[src/rtl/pmul_pkg.sv]
`timescale 1ns/1ps
package pmul_pkg;

  localparam int unsigned LANE_W    = 16;
  localparam int unsigned FAC_W     = 8;
  localparam int unsigned N_LANES   = 4;
  localparam int unsigned ACC_W     = 32;
  localparam int unsigned MODE_W    = 9;
  localparam int unsigned RND_SHIFT = 8;

  typedef enum logic [MODE_W-1:0] {
    MD_STD = 9'h031,
    MD_BC0 = 9'h033,
    MD_BC1 = 9'h035,
    MD_SU  = 9'h036,
    MD_UL  = 9'h037,
    MD_WSU = 9'h038,
    MD_WUL = 9'h039
  } pmul_mode_e;

  // Signed 16 x signed 9 product, sign-extended to the accumulator width.
  function automatic logic [ACC_W-1:0] lane_product(
    input logic signed [LANE_W-1:0] w,
    input logic signed [FAC_W:0]    f
  );
    logic signed [LANE_W+FAC_W:0] p;
    p = w * f;
    return {{(ACC_W-LANE_W-FAC_W-1){p[LANE_W+FAC_W]}}, p};
  endfunction

  // Rounding fires when the discarded byte is at or above one half.
  function automatic logic round_hit(input logic [ACC_W-1:0] p);
    return p[RND_SHIFT-1];
  endfunction

  function automatic logic [ACC_W-1:0] round_apply(input logic [ACC_W-1:0] p);
    logic [ACC_W-1:0] inc;
    inc = round_hit(p) ? (ACC_W'(1) << RND_SHIFT) : '0;
    return p + inc;
  endfunction

endpackage

[src/rtl/pmul_opsel.sv]
`timescale 1ns/1ps
module pmul_opsel
  import pmul_pkg::*;
#(
  parameter int unsigned LANES = N_LANES,
  parameter int unsigned LW    = LANE_W,
  parameter int unsigned FW    = FAC_W,
  parameter int unsigned MW    = MODE_W,
  parameter int unsigned WL    = 2
) (
  input  logic [LANES*LW-1:0]        in_a,
  input  logic [LANES*LW-1:0]        in_b,
  input  logic [MW-1:0]              in_mode,
  output logic [LANES-1:0][LW-1:0]   lane_w,
  output logic [LANES-1:0][FW:0]     lane_f,
  output logic                       mode_known,
  output logic                       mode_wide
);

  always_comb begin
    mode_known = 1'b0;
    mode_wide  = 1'b0;
    case (in_mode)
      MD_STD, MD_BC0, MD_BC1, MD_SU, MD_UL: mode_known = 1'b1;
      MD_WSU, MD_WUL: begin
        mode_known = 1'b1;
        mode_wide  = 1'b1;
      end
      default: ;
    endcase
  end

  for (genvar r = 0; r < LANES; r++) begin : g_lane
    logic [LW-1:0] b_own;
    logic [FW-1:0] a_byte, a_hi, a_lo;
    logic [LW-1:0] sel_w;
    logic [FW:0]   sel_f;

    assign b_own  = in_b[r*LW +: LW];
    assign a_byte = in_a[r*FW +: FW];
    assign a_hi   = in_a[r*LW+FW +: FW];
    assign a_lo   = in_a[r*LW +: FW];

    always_comb begin
      sel_w = '0;
      sel_f = '0;
      case (in_mode)
        MD_STD: begin
          sel_w = b_own;
          sel_f = {1'b0, a_byte};
        end
        MD_BC0: begin
          sel_w = in_b[0 +: LW];
          sel_f = {1'b0, a_byte};
        end
        MD_BC1: begin
          sel_w = in_b[LW +: LW];
          sel_f = {1'b0, a_byte};
        end
        MD_SU: begin
          sel_w = b_own;
          sel_f = {a_hi[FW-1], a_hi};
        end
        MD_UL: begin
          sel_w = b_own;
          sel_f = {1'b0, a_lo};
        end
        MD_WSU: begin
          if (r < WL) begin
            sel_w = b_own;
            sel_f = {a_hi[FW-1], a_hi};
          end
        end
        MD_WUL: begin
          if (r < WL) begin
            sel_w = b_own;
            sel_f = {1'b0, a_lo};
          end
        end
        default: ;
      endcase
    end

    assign lane_w[r] = sel_w;
    assign lane_f[r] = sel_f;
  end

endmodule

[src/rtl/pmul_lane.sv]
`timescale 1ns/1ps
module pmul_lane
  import pmul_pkg::*;
#(
  parameter int unsigned LW = LANE_W,
  parameter int unsigned FW = FAC_W,
  parameter int unsigned AW = ACC_W
) (
  input  logic [LW-1:0] w,
  input  logic [FW:0]   f,
  output logic [AW-1:0] rnd,
  output logic          rnd_up
);

  logic [AW-1:0] prod;

  assign prod   = lane_product(w, f);
  assign rnd_up = round_hit(prod);
  assign rnd    = round_apply(prod);

endmodule

[src/rtl/pmul_pack.sv]
`timescale 1ns/1ps
module pmul_pack
  import pmul_pkg::*;
#(
  parameter int unsigned LANES = N_LANES,
  parameter int unsigned LW    = LANE_W,
  parameter int unsigned AW    = ACC_W,
  parameter int unsigned SH    = RND_SHIFT,
  parameter int unsigned WL    = 2
) (
  input  logic [LANES-1:0][AW-1:0] lane_rnd,
  input  logic                     mode_known,
  input  logic                     mode_wide,
  output logic [LANES*LW-1:0]      res
);

  logic [LANES*LW-1:0] narrow_v;
  logic [LANES*LW-1:0] wide_v;

  for (genvar r = 0; r < LANES; r++) begin : g_nar
    assign narrow_v[r*LW +: LW] = lane_rnd[r][SH +: LW];
  end

  for (genvar k = 0; k < WL; k++) begin : g_wide
    assign wide_v[k*AW +: AW] = lane_rnd[k];
  end

  if (WL*AW < LANES*LW) begin : g_wide_pad
    assign wide_v[LANES*LW-1:WL*AW] = '0;
  end

  assign res = !mode_known ? '0 : (mode_wide ? wide_v : narrow_v);

endmodule

[src/rtl/pmul8x16_unit.sv]
`timescale 1ns/1ps
module pmul8x16_unit
  import pmul_pkg::*;
#(
  parameter int unsigned LANES = N_LANES,
  parameter int unsigned LW    = LANE_W,
  parameter int unsigned FW    = FAC_W,
  parameter int unsigned AW    = ACC_W,
  parameter int unsigned MW    = MODE_W
) (
  input  logic                  clk,
  input  logic                  rst_n,
  input  logic                  in_valid,
  input  logic [MW-1:0]         in_mode,
  input  logic [LANES*LW-1:0]   in_a,
  input  logic [LANES*LW-1:0]   in_b,
  output logic                  out_valid,
  output logic [LANES*LW-1:0]   out_data,
  output logic                  out_illegal
);

  localparam int unsigned DATA_W = LANES * LW;
  localparam int unsigned WL     = DATA_W / AW;

  logic [LANES-1:0][LW-1:0] lane_w;
  logic [LANES-1:0][FW:0]   lane_f;
  logic [LANES-1:0][AW-1:0] lane_rnd;
  logic [LANES-1:0]         round_evt;
  logic                     known_mode;
  logic                     wide_mode;
  logic [DATA_W-1:0]        next_data;

  pmul_opsel #(.LANES(LANES), .LW(LW), .FW(FW), .MW(MW), .WL(WL)) u_sel (
    .in_a       (in_a),
    .in_b       (in_b),
    .in_mode    (in_mode),
    .lane_w     (lane_w),
    .lane_f     (lane_f),
    .mode_known (known_mode),
    .mode_wide  (wide_mode)
  );

  for (genvar r = 0; r < LANES; r++) begin : g_mul
    pmul_lane #(.LW(LW), .FW(FW), .AW(AW)) u_lane (
      .w      (lane_w[r]),
      .f      (lane_f[r]),
      .rnd    (lane_rnd[r]),
      .rnd_up (round_evt[r])
    );
  end

  pmul_pack #(.LANES(LANES), .LW(LW), .AW(AW), .SH(RND_SHIFT), .WL(WL)) u_pack (
    .lane_rnd   (lane_rnd),
    .mode_known (known_mode),
    .mode_wide  (wide_mode),
    .res        (next_data)
  );

  always_ff @(posedge clk or negedge rst_n) begin
    if (!rst_n) begin
      out_valid   <= 1'b0;
      out_illegal <= 1'b0;
      out_data    <= '0;
    end else begin
      out_valid   <= in_valid;
      out_illegal <= in_valid & ~known_mode;
      if (in_valid) begin
        out_data <= next_data;
      end
    end
  end

endmodule

[config.mk]
export PLATFORM = sky130hd
export DESIGN_NAME = pmul8x16_unit
export DESIGN_NICKNAME = d
export VERILOG_FILES = /design/src/rtl/pmul_pkg.sv /design/src/rtl/pmul_opsel.sv /design/src/rtl/pmul_lane.sv /design/src/rtl/pmul_pack.sv /design/src/rtl/pmul8x16_unit.sv
export SDC_FILE = /design/constraint.sdc
export NUM_CORES = 2
export LEC_CHECK = 0
export CAP_MARGIN = 5
export CORE_ASPECT_RATIO = 0.9
export CORE_UTILIZATION = 50
export CTS_BUF_LIST = sky130_fd_sc_hd__clkbuf_4 sky130_fd_sc_hd__clkbuf_8 sky130_fd_sc_hd__clkbuf_16
export CTS_CLUSTER_DIAMETER = 150
export DETAILED_ROUTE_END_ITERATION = 12
export GPL_TIMING_DRIVEN = 0
export PLACE_DENSITY_LB_ADDON = 0.15
export SETUP_SLACK_MARGIN = 0.15
export SLEW_MARGIN = 20
export SYNTH_ARGS = -nofsm -noshare
export SYNTH_HDL_FRONTEND = slang
export SYNTH_HIERARCHICAL = 1
export SYNTH_SLANG_ARGS = --single-unit
[constraint.sdc]
create_clock -name clk -period 2.15 [get_ports clk]
set_clock_uncertainty 0.1 [all_clocks]
set_input_delay 0.43 -clock clk [delete_from_list [all_inputs] [get_ports clk]]
set_output_delay 0.43 -clock clk [all_outputs]
set_load 0.03 [all_outputs]
-- After elaboration in Yosys (flattened, before gate mapping)
Cells that the tools add are included.
W data, S select, Z words.
- bits of input ports: 140
- flip-flop bits (word level): 66
- output and inout port bits: 66
- logic and storage cells: 45
- eq/ne operators: 7
- multiplexer cells: 16
- reductions and logical operators: 9
- $mul: 4
- $add $sub $neg: 4
- bitwise logic cells: 2
- operators by type and width (cell ; count):
    $mux W64 ; 2
    $pmux W16 S3 ; 2
    $pmux W9 S3 ; 3
    $add A32 B32 Y32 ; 2
    $pmux W16 S2 ; 2
    $eq A9 B6 Y1 const B ; 7
    $mul A16 B9 Y25 ; 2
    $add A24 B24 Y24 ; 2
    $mul A16 B9 Y24 ; 2
    $mux W9 ; 4
    $pmux W9 S2 ; 1
    $reduce_or A6 Y1 ; 2
    $reduce_or A7 Y1 ; 1
    $reduce_or A2 Y1 ; 3
    $reduce_or A3 Y1 ; 2
    $reduce_or A5 Y1 ; 1
    $mux W1 ; 2
    $and A1 B1 Y1 ; 1
    $not A1 Y1 ; 1

-- Depth between registers and ports, before layout
- word-level depth: 8
- gate-level depth with buffers: 32

-- Modules after synthesis
Netlist, hierarchy kept.
- by module, submodules not included (module ; area each (um^2) ; cells each ; times used):
    pmul_lane at g_mul[1].u_lane ; 5630.4 ; 647 ; 1
    pmul_lane at g_mul[3].u_lane ; 5580.4 ; 636 ; 1
    pmul_lane at g_mul[0].u_lane ; 5552.8 ; 623 ; 1
    pmul_lane at g_mul[2].u_lane ; 5292.6 ; 597 ; 1
    pmul8x16_unit ; 2635.0 ; 138 ; 1
    pmul_opsel ; 2399.8 ; 370 ; 1
    pmul_pack ; 1169.9 ; 142 ; 1

-- Least setup slack after synthesis
Ideal clock, no wire load.
- path kind: input port to flip-flop
- start: input port in_mode[7]
- end: register out_data[63]
- arrival: 7.364 ns
- slack: -5.439 ns
- stages: 28
- setup time: 0.125 ns
- data required time: 1.925 ns
- path through: or4_1 buf_2 clkbuf_1 a21oi_1 clkbuf_1 nand2_1 fa_1 inv_1 fa_1 inv_1 fa_1 fa_1 inv_1 fa_1 ha_1 buf_6 a21o_1 a21oi_2 a21oi_2 o311a_1 o41ai_2 xor2_2 nor4_2 a21oi_1 buf_4 mux2i_1 nor2b_1 mux2_2
- RTL lines (what ; RTL line ; text):
    from (decl) ; pmul8x16_unit.sv:14 ; input logic [MW-1:0] in_mode,
    to (signal assigned) ; pmul8x16_unit.sv:68 ; out_data <= next_data;
    to (decl) ; pmul8x16_unit.sv:18 ; output logic [LANES*LW-1:0] out_data,

==> out/qor.csv <==
stage;metric;value;unit
timing;fmax;133;MHz
floorplanning;Starting Density;0.509;
hold_path;hold crit path type;input pin to asynchronous set/reset pin;
setup_path;crit path DAT;7670;ps
floorplanning;I/O Pins;206;
finish;layout net count;4402;
routing;detailed-route DRC error count;0;
cts;CTS Buf Count;9;
setup_path;Crit Path Category;input pin to flip-flop;
routing;Final ANT Viol Nets;0;
grt;number of global-route vias before repair;26286;
routing;DR iter-0 viols;1927;
job;max cap viols;0;
routing;wire per inst;21.9;um
finish;Seq. cell area;1650;sq um
timing;period utilization;3.50;
synthesis;yosys synthesis warning count;6;
placement;placed standard-cell area;31600;sq um
timing;minimum clock period;7520;ps
cts;clk sinks;66;
finish;number of diodes;0;
power;Internal Power;2.97;mW
cts;Clock Path Buffers;2;
power;Net Switching;1.38;mW
grt;total grt overflow;0;
timing;Final Max Slew Viols;0;
power;Peak supply drop;0.261;mV
synthesis;Syn Nets;3936;
cts;CTS tree;yes;
placement;DP HPWL;70.7;mm
placement;I/O Buffers;203;
grt;GRT busiest layer;met2;
routing;drt total wl;93.8;mm
floorplanning;DIE WIDTH;251;um
timing;worst slew pin tran;763;ps
finish;utilization after layout;0.681;
cts;Root Buffer;clkbuf_16;
timing;RSZ-0062 raised after global routing;yes;
power;Flop pwr share;0.286;
setup_path;Worst EP required;2300;ps
cts;Worst-Skew Late Latency;360;ps
finish;Final Instance Count excl. Fillers;4280;
timing;Setup TNS Final;-316390;ps
grt;met1 Use GR;0.441;
placement;Placer Congestion;0.969;
setup_path;R2R cell count;1;
cts;H-tree levels;3;
power;Pwr Density;117;nW/um^2
setup_path;startpoint types;input pin;
power;Sw Ratio;0.317;
routing;via count;24824;
floorplanning;Rows;81;
power;Pleak;18.6;nW
timing;Hold Fails Final Rpt;0;
power;Gate power share;0.286;
finish;share of layout cells above drive strength 1;0.276;
floorplanning;die footprint;56700;sq um
setup_path;Setup crit end kind;flip-flop;
synthesis;Avg Inst Size Synth;8.98;sq um
timing;final setup vio count;64;
setup_path;CP peak stage delay;580;ps
cts;CTS clk-pin slew, worst paths;70;ps
finish;area of the multi-input gates;26500;sq um
grt;largest net degree at the start of global routing;48;
floorplanning;CORE AREA;54700;sq um
status;status;finished, violations left;
grt;initial antenna violation count;0;
synthesis;Mapped Area;27900;sq um
routing;DR pass1 iterations;6;
setup_path;CP max FO;6;
grt;grt met3 use;0.0692;
setup_path;Crit-path slowest cell;fa_1;
setup_path;Most common cell on crit path;fa_1;
finish;Fill cells;4200;
finish;post-synthesis to final-layout area growth;33.7;%
routing;vias per cell;5.80;
timing;setup ws final;-5370;ps
finish;design area;37300;sq um
placement;Place WS;-7000;ps
synthesis;cells after synthesis;3104;
status;failing checks;negative setup slack;
timing;normalized max-slew margin;0.488;
placement;Inst Count DP;4013;
power;clock share of power;0.428;
floorplanning;Die Y;226;um
grt;first-pass GRT wire length;146;mm
grt;gr usage total;0.336;
grt;met2 Use GR;0.546;
[critical path, delay by kind of cell]
kind,cells,cell delay [ps]
AND/OR/NAND/NOR,6,1340
adder cells (fa/ha/maj),6,2620
multiplexers,2,440
buffers and inverters,11,1540
AO/OA/AOI/OAI,4,1040
XOR/XNOR,1,250
[power groups by stage]
stage / sequential [mW] / clock (mW) / combinational (mW)
finish: 1.24 / 1.86 / 1.24
global route: 1.24 / 1.93 / 1.27
CTS: 1.24 / 1.88 / 1.17
detailed placement: 1.27 / 0 / 0.968
global placement: 1.27 / 0 / 0.950
floorplan: 1.27 / 0 / 0.429
[layout make-up]
type,count,area share
clock buffers,10,0.00624
flip-flops and latches,66,0.0443
clock inverters,6,0.00309
well taps,705,0.0237
repair buffers,454,0.116
plain buffers,186,0.0494
multi-input cells,2400,0.711
inverters,453,0.0457
[state kept, by name, indices dropped and copies added (netlist names)]
name,cells
out_data,64
out_valid,1
out_illegal,1
[placed cells by master, fill, tap and decap left out, drive strengths merged, types with 33 or more instances in the layout]
cell / n
a21oi: 117
a32oi: 49
and2: 250
and3b: 34
buf: 345
clkbuf: 109
clkdlybuf4s50: 175
dfrtp: 66
fa: 476
ha: 216
inv: 453
mux2: 89
mux2i: 66
nand2: 322
nand3: 48
nor2: 156
nor2b: 83
nor3: 33
o21ai: 102
xnor2: 77
xor2: 42
[per-layer routing]
layer  share of wire  wire length, um
met5               0                0
met1            0.42            38900
met4           0.046             4300
met3           0.082             7720
met2            0.46            42800
[what timing repair did]
action	CTS	global route
pin swaps	178	100
hold buffers	1	0
endpoints found under the hold margin	19	0
resized for setup	632	131
gates cloned	6	0
setup endpoints to repair	70	75
setup buffers	199	45
[worst paths after layout]
kind                                    from            to  slack, ps
worst min register to register  out_data[19]  out_data[19]        410
worst max register to register  out_data[27]  out_data[27]       1210
worst min-delay path                   rst_n  out_data[27]        400
min in group clk                out_data[19]  out_data[19]        410
max in group asynchronous              rst_n  out_data[54]        990
worst max-delay path              in_mode[7]  out_data[12]      -5370
[through the flow]
| step | total power [mW] | hold slack, ps |
|---|---|---|
| finish | 4.34 | 396 |
| global route | 4.45 | 418 |
| CTS | 4.30 | 388 |
| detailed placement | 2.24 | 248 |
| global placement | 2.22 | 393 |
| floorplan | 1.70 | 34.4 |
(Power assumes the default switching activity.)
